**config.mk**
```make
export PLATFORM = sky130hd
export DESIGN_NAME = dma_steal_ctrl
export DESIGN_NICKNAME = d
export VERILOG_FILES = /design/src/rtl/dma_steal_pkg.sv /design/src/rtl/dma_rst_sync.sv /design/src/rtl/dma_regs.sv /design/src/rtl/dma_datapath.sv /design/src/rtl/dma_seq.sv /design/src/rtl/dma_steal_ctrl.sv
export SDC_FILE = /design/constraint.sdc
export NUM_CORES = 1
export LEC_CHECK = 0
export ABC_AREA = 1
export BUFFER_PORTS_ARGS = -buffer_cell sky130_fd_sc_hd__buf_2
export CORE_UTILIZATION = 30
export CTS_BUF_LIST = sky130_fd_sc_hd__clkbuf_16
export DETAILED_ROUTE_END_ITERATION = 6
export GPL_ROUTABILITY_DRIVEN = 0
export GPL_TIMING_DRIVEN = 0
export HOLD_SLACK_MARGIN = 0.05
export PLACE_DENSITY = 0.6
export SYNTH_ARGS = -nofsm -noshare
export SYNTH_HDL_FRONTEND = slang
export SYNTH_HIERARCHICAL = 1
export SYNTH_SLANG_ARGS = --single-unit
```
**constraint.sdc**
```tcl
create_clock -name clk -period 3.2 [get_ports clk]
set_input_delay 0.48 -clock clk [delete_from_list [all_inputs] [get_ports clk]]
set_output_delay 0.48 -clock clk [all_outputs]
set_load 0.05 [all_outputs]
```
**src/rtl/dma_steal_pkg.sv**
```systemverilog
`timescale 1ns/1ps
package dma_steal_pkg;

  typedef enum logic [2:0] {
    ST_IDLE,
    ST_WAIT_GNT,
    ST_SRC,
    ST_DST,
    ST_GAP
  } seq_state_e;

  localparam int unsigned SEL_W = 3;

  localparam logic [SEL_W-1:0] OFS_CTRL = 3'd0;
  localparam logic [SEL_W-1:0] OFS_DEV  = 3'd1;
  localparam logic [SEL_W-1:0] OFS_MEM  = 3'd2;
  localparam logic [SEL_W-1:0] OFS_CNT  = 3'd3;
  localparam logic [SEL_W-1:0] OFS_STAT = 3'd4;

  localparam int unsigned CTL_GO    = 0;
  localparam int unsigned CTL_DIR   = 1;
  localparam int unsigned CTL_STEAL = 2;
  localparam int unsigned CTL_CLR   = 3;
  localparam int unsigned CTL_W     = 4;

endpackage

```
**src/rtl/dma_rst_sync.sv**
```systemverilog
`timescale 1ns/1ps
module dma_rst_sync #(
  parameter int unsigned STAGES = 2
) (
  input  logic clk,
  input  logic rst_n,
  output logic rst_n_sync
);

  logic [STAGES-1:0] sync_q;

  always_ff @(posedge clk or negedge rst_n) begin
    if (!rst_n) begin
      sync_q <= '0;
    end else begin
      sync_q <= {sync_q[STAGES-2:0], 1'b1};
    end
  end

  assign rst_n_sync = sync_q[STAGES-1];

endmodule

```
**src/rtl/dma_regs.sv**
```systemverilog
`timescale 1ns/1ps
module dma_regs
  import dma_steal_pkg::*;
#(
  parameter int unsigned AW = 16,
  parameter int unsigned CW = 16,
  parameter int unsigned RW = 32
) (
  input  logic                  clk,
  input  logic                  rst_n,
  input  logic                  cfg_we,
  input  logic [SEL_W-1:0]      cfg_addr,
  input  logic [CTL_W-1:0]      ctl_bits,
  input  logic [AW-1:0]         dev_wval,
  input  logic                  busy,
  input  logic                  finish,
  input  logic [AW-1:0]         mem_addr,
  input  logic [CW-1:0]         count,
  output logic [RW-1:0]         cfg_rdata,
  output logic                  go,
  output logic                  ld_mem,
  output logic                  ld_cnt,
  output logic                  dir,
  output logic                  steal,
  output logic [AW-1:0]         dev_addr,
  output logic                  done
);

  logic wr_ctrl, wr_dev;
  logic open_cfg;
  logic mode_en, dev_en, done_en;
  logic dir_d, steal_d, done_d;
  logic [AW-1:0] dev_d;
  logic dir_q, steal_q, done_q;
  logic [AW-1:0] dev_q;

  // write decode, gated by busy
  always_comb begin
    open_cfg = !busy;
    wr_ctrl  = cfg_we && (cfg_addr == OFS_CTRL);
    wr_dev   = cfg_we && (cfg_addr == OFS_DEV);
    ld_mem   = cfg_we && (cfg_addr == OFS_MEM) && open_cfg;
    ld_cnt   = cfg_we && (cfg_addr == OFS_CNT) && open_cfg;
    go       = wr_ctrl && ctl_bits[CTL_GO] && open_cfg;
  end

  // next-state
  always_comb begin
    mode_en = wr_ctrl && open_cfg;
    dir_d   = ctl_bits[CTL_DIR];
    steal_d = ctl_bits[CTL_STEAL];
    dev_en  = wr_dev && open_cfg;
    dev_d   = dev_wval;
    done_en = finish || (wr_ctrl && ctl_bits[CTL_CLR]);
    // completion outranks a simultaneous clear
    done_d  = finish;
  end

  always_ff @(posedge clk or negedge rst_n) begin
    if (!rst_n) begin
      dir_q   <= 1'b0;
      steal_q <= 1'b0;
    end else if (mode_en) begin
      dir_q   <= dir_d;
      steal_q <= steal_d;
    end
  end

  always_ff @(posedge clk or negedge rst_n) begin
    if (!rst_n) begin
      dev_q <= '0;
    end else if (dev_en) begin
      dev_q <= dev_d;
    end
  end

  always_ff @(posedge clk or negedge rst_n) begin
    if (!rst_n) begin
      done_q <= 1'b0;
    end else if (done_en) begin
      done_q <= done_d;
    end
  end

  // read mux
  always_comb begin
    cfg_rdata = '0;
    unique case (cfg_addr)
      OFS_CTRL: begin
        cfg_rdata[CTL_DIR]   = dir_q;
        cfg_rdata[CTL_STEAL] = steal_q;
      end
      OFS_DEV:  cfg_rdata[AW-1:0] = dev_q;
      OFS_MEM:  cfg_rdata[AW-1:0] = mem_addr;
      OFS_CNT:  cfg_rdata[CW-1:0] = count;
      OFS_STAT: begin
        cfg_rdata[0] = busy;
        cfg_rdata[1] = done_q;
      end
      default:  cfg_rdata = '0;
    endcase
  end

  assign dir      = dir_q;
  assign steal    = steal_q;
  assign dev_addr = dev_q;
  assign done     = done_q;

endmodule

```
**src/rtl/dma_datapath.sv**
```systemverilog
`timescale 1ns/1ps
module dma_datapath #(
  parameter int unsigned AW = 16,
  parameter int unsigned DW = 16,
  parameter int unsigned CW = 16
) (
  input  logic          clk,
  input  logic          rst_n,
  input  logic          ld_mem,
  input  logic          ld_cnt,
  input  logic [AW-1:0] mem_wval,
  input  logic [CW-1:0] cnt_wval,
  input  logic          capture,
  input  logic          word_done,
  input  logic [DW-1:0] rd_data,
  output logic [AW-1:0] mem_addr,
  output logic [CW-1:0] count,
  output logic [DW-1:0] hold,
  output logic          cnt_zero,
  output logic          cnt_last
);

  localparam logic [AW-1:0] ADDR_STEP = AW'(1);
  localparam logic [CW-1:0] CNT_ONE   = CW'(1);

  logic          mem_en, cnt_en;
  logic [AW-1:0] mem_d, mem_q;
  logic [CW-1:0] cnt_d, cnt_q;
  logic [DW-1:0] hold_q;

  always_comb begin
    mem_en = ld_mem || word_done;
    mem_d  = ld_mem ? mem_wval : (mem_q + ADDR_STEP);
    cnt_en = ld_cnt || word_done;
    cnt_d  = ld_cnt ? cnt_wval : (cnt_q - CNT_ONE);
  end

  always_ff @(posedge clk or negedge rst_n) begin
    if (!rst_n) begin
      mem_q <= '0;
    end else if (mem_en) begin
      mem_q <= mem_d;
    end
  end

  always_ff @(posedge clk or negedge rst_n) begin
    if (!rst_n) begin
      cnt_q <= '0;
    end else if (cnt_en) begin
      cnt_q <= cnt_d;
    end
  end

  always_ff @(posedge clk or negedge rst_n) begin
    if (!rst_n) begin
      hold_q <= '0;
    end else if (capture) begin
      hold_q <= rd_data;
    end
  end

  assign mem_addr = mem_q;
  assign count    = cnt_q;
  assign hold     = hold_q;
  assign cnt_zero = (cnt_q == '0);
  assign cnt_last = (cnt_q == CNT_ONE);

endmodule

```
**src/rtl/dma_seq.sv**
```systemverilog
`timescale 1ns/1ps
module dma_seq
  import dma_steal_pkg::*;
(
  input  logic clk,
  input  logic rst_n,
  input  logic go,
  input  logic steal,
  input  logic cnt_zero,
  input  logic cnt_last,
  input  logic bus_gnt,
  input  logic bus_ready,
  output logic bus_req,
  output logic acc_src,
  output logic acc_dst,
  output logic capture,
  output logic word_done,
  output logic finish,
  output logic busy
);

  seq_state_e state_q, state_d;

  always_comb begin
    state_d   = state_q;
    capture   = 1'b0;
    word_done = 1'b0;
    finish    = 1'b0;
    unique case (state_q)
      ST_IDLE: begin
        if (go) begin
          if (cnt_zero) begin
            finish = 1'b1;
          end else begin
            state_d = ST_WAIT_GNT;
          end
        end
      end
      ST_WAIT_GNT: begin
        if (bus_gnt) begin
          state_d = ST_SRC;
        end
      end
      ST_SRC: begin
        if (bus_ready) begin
          capture = 1'b1;
          state_d = ST_DST;
        end
      end
      ST_DST: begin
        if (bus_ready) begin
          word_done = 1'b1;
          if (cnt_last) begin
            finish  = 1'b1;
            state_d = ST_IDLE;
          end else if (steal) begin
            state_d = ST_GAP;
          end else begin
            state_d = ST_SRC;
          end
        end
      end
      ST_GAP: begin
        state_d = ST_WAIT_GNT;
      end
      default: begin
        state_d = ST_IDLE;
      end
    endcase
  end

  always_ff @(posedge clk or negedge rst_n) begin
    if (!rst_n) begin
      state_q <= ST_IDLE;
    end else begin
      state_q <= state_d;
    end
  end

  assign bus_req = (state_q == ST_WAIT_GNT) || (state_q == ST_SRC) || (state_q == ST_DST);
  assign acc_src = (state_q == ST_SRC);
  assign acc_dst = (state_q == ST_DST);
  assign busy    = (state_q != ST_IDLE);

endmodule

```
**src/rtl/dma_steal_ctrl.sv**
```systemverilog
`timescale 1ns/1ps
module dma_steal_ctrl
  import dma_steal_pkg::*;
#(
  parameter int unsigned AW = 16,
  parameter int unsigned DW = 16,
  parameter int unsigned CW = 16,
  parameter int unsigned RW = 32
) (
  input  logic             clk,
  input  logic             rst_n,
  input  logic             cfg_we,
  input  logic [SEL_W-1:0] cfg_addr,
  input  logic [RW-1:0]    cfg_wdata,
  output logic [RW-1:0]    cfg_rdata,
  output logic             bus_req,
  input  logic             bus_gnt,
  output logic             bus_valid,
  output logic             bus_we,
  output logic [AW-1:0]    bus_addr,
  output logic [DW-1:0]    bus_wdata,
  input  logic [DW-1:0]    bus_rdata,
  input  logic             bus_ready,
  output logic             irq
);

  logic          rst_n_int;
  logic          go, ld_mem, ld_cnt, dir, steal, done;
  logic [AW-1:0] dev_addr, mem_addr;
  logic [CW-1:0] count;
  logic [DW-1:0] hold;
  logic          cnt_zero, cnt_last;
  logic          acc_src, acc_dst, capture, word_done, finish, busy;
  logic          mem_side;
  logic          unused_wdata;

  assign unused_wdata = ^cfg_wdata;

  dma_rst_sync #(.STAGES(2)) u_rst (
    .clk        (clk),
    .rst_n      (rst_n),
    .rst_n_sync (rst_n_int)
  );

  dma_regs #(.AW(AW), .CW(CW), .RW(RW)) u_regs (
    .clk       (clk),
    .rst_n     (rst_n_int),
    .cfg_we    (cfg_we),
    .cfg_addr  (cfg_addr),
    .ctl_bits  (cfg_wdata[CTL_W-1:0]),
    .dev_wval  (cfg_wdata[AW-1:0]),
    .busy      (busy),
    .finish    (finish),
    .mem_addr  (mem_addr),
    .count     (count),
    .cfg_rdata (cfg_rdata),
    .go        (go),
    .ld_mem    (ld_mem),
    .ld_cnt    (ld_cnt),
    .dir       (dir),
    .steal     (steal),
    .dev_addr  (dev_addr),
    .done      (done)
  );

  dma_datapath #(.AW(AW), .DW(DW), .CW(CW)) u_dp (
    .clk       (clk),
    .rst_n     (rst_n_int),
    .ld_mem    (ld_mem),
    .ld_cnt    (ld_cnt),
    .mem_wval  (cfg_wdata[AW-1:0]),
    .cnt_wval  (cfg_wdata[CW-1:0]),
    .capture   (capture),
    .word_done (word_done),
    .rd_data   (bus_rdata),
    .mem_addr  (mem_addr),
    .count     (count),
    .hold      (hold),
    .cnt_zero  (cnt_zero),
    .cnt_last  (cnt_last)
  );

  dma_seq u_seq (
    .clk       (clk),
    .rst_n     (rst_n_int),
    .go        (go),
    .steal     (steal),
    .cnt_zero  (cnt_zero),
    .cnt_last  (cnt_last),
    .bus_gnt   (bus_gnt),
    .bus_ready (bus_ready),
    .bus_req   (bus_req),
    .acc_src   (acc_src),
    .acc_dst   (acc_dst),
    .capture   (capture),
    .word_done (word_done),
    .finish    (finish),
    .busy      (busy)
  );

  // direction 1: memory is the source; direction 0: memory is the destination
  always_comb begin
    mem_side  = acc_src ? dir : !dir;
    bus_valid = acc_src || acc_dst;
    bus_we    = acc_dst;
    bus_addr  = mem_side ? mem_addr : dev_addr;
    bus_wdata = hold;
    irq       = done;
  end

endmodule

```
==> reports/metrics.yaml, run 1 <==
status:
  outcome: "finished clean"
grt:
  track_usage: 0.1809
  grt_overflow: 0
  antenna_found_initial: 0
  grt_pass1_vias: 4268
  grt_pass1_wl_um: 22180
  grt_start_max_net_pins: 54
logic_synthesis:
  synth_area_leaders: "dfrtp_1 39%, nand2_1 17%, nand3_1 11%"
  synthMostInstantiatedCell: "nand2_1"
  syn_inst: 636
  synth_ff_type: "dfrtp_1"
  synth_top_cell_by_area: "dfrtp_1"
  ys_types: 33
  ys_async_sr_fraction: 1.000
  synth_edf_count: 0
  ys_warn_count: 6
  ys_seq_elements: 72
  yosysTopAreaCellShare: 0.3881
  syn_area_sq_um: 4642
  synthTopCellsByCount: "210 x nand2_1, 100 x nand3_1, 72 x dfrtp_1"
  ys_seq_area_frac: 0.3881
  syn_area_per_cell_sq_um: 7.299
sta:
  post-route-period-util: 0.8722
  holdWs_ps: 207.6
  relSlewSlack: 0.5368
  finalHoldViolCount: 0
  rsz0062_at_grt: "false"
  period_minus_slack_ps: 2791
  fmax_mhz: 358.3
  slew_viol_final: 0
  setup-violations-final: 0
  tightestPinTransition_ps: 691.0
  finalSetupTns_ps: 0
  fin_skew_ps: 7.754
  finalWorstSetupSlack_ps: 408.9
cts:
  htree_levels: 3
  clk_pin_slew_worst_paths_ps: 60
  post_cts_buffers: 0
  cts_buffer_depth: 2
  root_buffer: "clkbuf_16"
  clk_latency_ps: 350
  clock-sinks: 72
  cts_made_buffers: 9
  cts_tree: "done"
placed_design:
  port_buffers: 91
  place_hpwl_um: 10470
  place_ws_ps: 446.2
drt:
  final_antenna_net_count: 0
  num_vias: 4602
  vias_per_cell: 4.854
  drc: 0
  wl_um: 13880
  drt-initial-drc-count: 345
  drtPass1Iterations: 5
  avgRoutedWirePerCell_um: 14.64
setup_path:
  worstSetupStartpointType: "flop"
  required_ps: 3430
  crit_fanout: 10
  worstPathArrival_ps: 3020
  path_class: "flop to flop"
  reg2reg_depth: 13
  crit_path_end_kind: "flop"
cells_and_area:
  diodes: 0
  utilization: 0.3787
  drive_gt1_frac: 0.2487
  final_nets: 814
  synthToLayoutAreaGrowth_pct: 23.56
die:
  die_height_um: 126.4
  rows: 45
  dieArea_sq_um: 15970
  die_w_um: 126.4
  start_util: 0.3065
  coreArea_sq_um: 15150
  io_pins: 124
pwr:
  power_density_nw_per_um2: 1082
  power_leakage_nw: 2.986
  vdd_drop_max_mv: 0.5621
worst_hold_path:
  hold_class: "flop to async pin"
job:
  drv_cap: 0
==> power by group <==
group          switching, mW  total [mW]  internal (mW)
sequential             0.451        1.76           1.31
clock                  0.385        1.05          0.670
combinational           2.42        3.39          0.963
total                   3.26        6.20           2.94
==> per-stage QoR <==
| stage | cell area [sq um] | cells | total power, mW |
|---|---|---|---|
| 2_1_floorplan | 4698 | 651 | 4.330 |
| 3_3_place_gp | 5389 | 930 | 5.122 |
| 3_5_place_dp | 5420 | 931 | 5.157 |
| 4_1_cts | 5736 | 948 | 6.244 |
| 5_1_grt | 5736 | 948 | 6.615 |
| 6_report | 5736 | 948 | 6.204 |
==> layout by cell type (no fill, tap or decap), types with 4 or more instances in the layout <==
| cell type | count |
|---|---|
| nand3_1 | 100 |
| nand2_2 | 6 |
| nor2_4 | 5 |
| conb_1 | 17 |
| nor3_1 | 6 |
| o211ai_1 | 4 |
| xnor2_1 | 4 |
| o21ai_0 | 4 |
| o21ai_1 | 6 |
| buf_4 | 20 |
| nor2_1 | 45 |
| nor2_2 | 6 |
| clkbuf_16 | 9 |
| buf_2 | 100 |
| buf_6 | 5 |
| inv_1 | 47 |
| mux2_2 | 16 |
| a21oi_1 | 5 |
| nand2_1 | 210 |
| dfrtp_1 | 71 |
| a22oi_1 | 19 |
| inv_2 | 11 |
| xor2_1 | 6 |
| nand4_1 | 14 |
==> cells by family (layout without fill, tap and decap cells) <==
| kind of cell | after synthesis | after routing | synth area share |
|---|---|---|---|
| flip-flops | 72 | 72 | 0.3881 |
| other | 2 | 17 | 0.001618 |
| buffers and inverters | 92 | 201 | 0.1011 |
| AO/OA/AOI/OAI | 41 | 41 | 0.05876 |
| AND/OR/NAND/NOR | 400 | 400 | 0.3846 |
| adder cells (fa/ha/maj) | 3 | 3 | 0.008087 |
| multiplexers | 16 | 16 | 0.03881 |
| XOR/XNOR | 10 | 10 | 0.01887 |
==> sequential cells by signal, summed over array words and instances, names as in the netlist <==
| name | cells |
|---|---|
| u_regs/done | 1 |
| u_regs/dir | 1 |
| u_dp/count | 16 |
| u_dp/mem_addr | 16 |
| u_regs/steal | 1 |
| u_rst/sync_q | 2 |
| u_regs/dev_addr | 16 |
| u_dp/hold | 16 |
| u_seq/state_q | 3 |
==> final cells by class <==
type                       count  area, sq um
clock buffer                   9        225.2
tap                          188        235.2
sequential                    72         1805
inverter                      55        206.4
multi-input combinational    487         2427
buffer                        37        262.8
fill                        1615         9410
clock inverter                 7        80.08
timing repair buffer          93        493.0
==> repair_timing <==
item,CTS,global route
hold buffers,1,0
resized for setup,0,0
endpoints found under the hold margin,2,0
==> per-layer routing <==
metal,part of all wire,track usage
met2,0.49,0.3107
met3,0.067,0.04344
met4,0.019,0.05953
met1,0.43,0.2224
met5,0,0
==> critical path: stages (launching register included) <==
cell and delay (ps):
dfrtp_1 370, buf_6 140, nor3_1 250, inv_1 100, nor2_1 200, buf_2 310, inv_1 100, nor2_1 450
inv_2 130, nand2_1 150, inv_2 80, buf_6 150, a22oi_1 160, o21ai_1 90
==> final timing paths <==
path,from,to,slack (ps)
setup / recovery,u_seq/state_q[0],u_dp/mem_addr[8],410
hold / removal,u_rst/sync_q[1],u_dp/hold[9],210
setup reg to reg,u_seq/state_q[0],u_dp/mem_addr[8],410
hold reg to reg,u_rst/sync_q[1],u_dp/hold[9],210
max in group asynchronous,u_rst/sync_q[1],u_regs/dev_addr[7],2430
min in group clk,u_rst/sync_q[0],u_rst/sync_q[1],350
Note: power is estimated with default switching activity, not from simulation.
==> inputs of run 2 (changes only) <==
CTS_BUF_LIST = sky130_fd_sc_hd__clkbuf_4   (was sky130_fd_sc_hd__clkbuf_16)
==> run 2 against run 1 <==
Net effect:
- clock-buffer cell count grew 3
- critical path depth shrank 4
- critical path type is now flop to primary output
- total power is 6.3% lower
- critical endpoint is now bus_addr[13]
==> reports/metrics.yaml, run 2 (same netlist as run 1, synthesis figures left out) <==
cts:
  clk_pin_slew_worst_paths_ps: 110
  htree_levels: 3
  post_cts_resized: 0
  post_cts_buffers: 0
  clock-sinks: 72
  cts_made_buffers: 9
  cts_hold_buffers: 1
  clk_latency_ps: 450
  cts_buffer_depth: 2
  cts_tree: "done"
  root_buffer: "clkbuf_4"
die:
  start_util: 0.3065
  die_w_um: 126.4
  die_height_um: 126.4
  coreArea_sq_um: 15150
  dieArea_sq_um: 15970
  io_pins: 124
  rows: 45
sta:
  slew_viol_final: 0
  setup-violations-final: 0
  fmax_mhz: 353.0
  period_minus_slack_ps: 2833
  rsz0062_at_grt: "false"
  fin_skew_ps: 21.33
  tightestPinTransition_ps: 663.9
  relSlewSlack: 0.5550
  post-route-period-util: 0.8853
  finalHoldViolCount: 0
drt:
  drtPass1Iterations: 5
  num_vias: 4581
  avgRoutedWirePerCell_um: 14.62
  vias_per_cell: 4.832
  drt-initial-drc-count: 323
  final_antenna_net_count: 0
  drc: 0
  wl_um: 13860
setup_path:
  crit_family: "buffers and inverters"
  cp_num_buf_inv: 4
  path_cells: "inv_2 > nand2_2 > nor2_1 > inv_2 > nand2_2 > buf_2 > nand3_1 > nand2_1 > buf_2"
  worstSetupStartpointType: "flop"
  crit_fanout: 10
  rrSetupSlack_ps: 410
  slowest_delay_ps: 470
  crit_path_top_delay_cell: "dfrtp_1"
  path_class: "flop to primary output"
  crit_path_end_kind: "primary output"
  worstPathArrival_ps: 2350
  required_ps: 2720
cells_and_area:
  diodes: 0
  synthToLayoutAreaGrowth_pct: 20.40
  final_nets: 814
  stdcell_area_sq_um: 5589
  drive_gt1_frac: 0.2526
  utilization: 0.3690
  layout_common_cells: "210 x nand2_1, 100 x nand3_1, 100 x buf_2, 71 x dfrtp_1, 45 x nor2_1"
  layout_commonest_cell: "nand2_1"
worst_hold_path:
  hold_class: "flop to async pin"
placed_design:
  dpl_cell_area_sq_um: 5420
  port_buffers: 91
  place_hpwl_um: 10470
grt:
  grt_pass1_wl_um: 22110
  grt_overflow: 0
  grt_pass1_vias: 4233
  track_usage: 0.1792
  antenna_found_initial: 0
  grt_start_max_net_pins: 54
pwr:
  power_density_nw_per_um2: 1040
  power_leakage_nw: 2.914
  vdd_drop_max_mv: 0.4990
status:
  outcome: "finished clean"
job:
  drv_cap: 0
run 2: final cells by class:
cell class                      count  area, sq um
Tap cell                          188        235.2
Clock buffer                       12        90.09
Multi-Input combinational cell    487         2427
Buffer                             37        262.8
Clock inverter                      4        68.82
Timing Repair Buffer               93        493.0
Fill cell                        1634         9557
Sequential cell                    72         1805
Inverter                           55        206.4
run 2: worst paths after layout:
| path | start | cells after the start | to |
|---|---|---|---|
| max in group asynchronous | u_rst/sync_q[1] | 1 | u_dp/count[3] |
| setup reg to reg | u_seq/state_q[0] | 13 | u_dp/mem_addr[8] |
| setup / recovery | u_seq/state_q[2] | 9 | bus_addr[13] |
| hold / removal | u_rst/sync_q[1] | 0 | u_dp/hold[3] |
| hold reg to reg | u_rst/sync_q[1] | 0 | u_dp/hold[3] |
| min in group clk | bus_rdata[0] | 2 | u_dp/hold[0] |
run 2: routing by layer:
layer,up-vias,global-route usage,share of wire
li1,2290,-,-
met1,2117,0.2229,0.43
met2,156,0.3117,0.49
met3,18,0.03416,0.061
met4,0,0.05882,0.020
met5,-,0,0
run 2: stage by stage:
step | std cells | hold slack, ps | power (mW) | worst slack [ps] | setup TNS (ps)
3_3_place_gp | 930 | 267.2 | 5.122 | -26.13 | -1182
5_1_grt | 948 | 216.5 | 6.223 | 117.4 | 0
3_5_place_dp | 931 | 211.4 | 5.157 | 446.2 | 0
4_1_cts | 948 | 210.6 | 5.853 | 305.7 | 0
2_1_floorplan | 651 | 184.4 | 4.330 | 1040 | 0
6_report | 948 | 209.3 | 5.814 | 367.1 | 0
run 2: where the power goes:
group          leakage [nW]  switching, mW  internal [mW]
Clock                0.0890          0.328          0.340
Sequential            0.904          0.452           1.30
Combinational          1.92           2.43          0.963
Total                  2.91           3.21           2.61
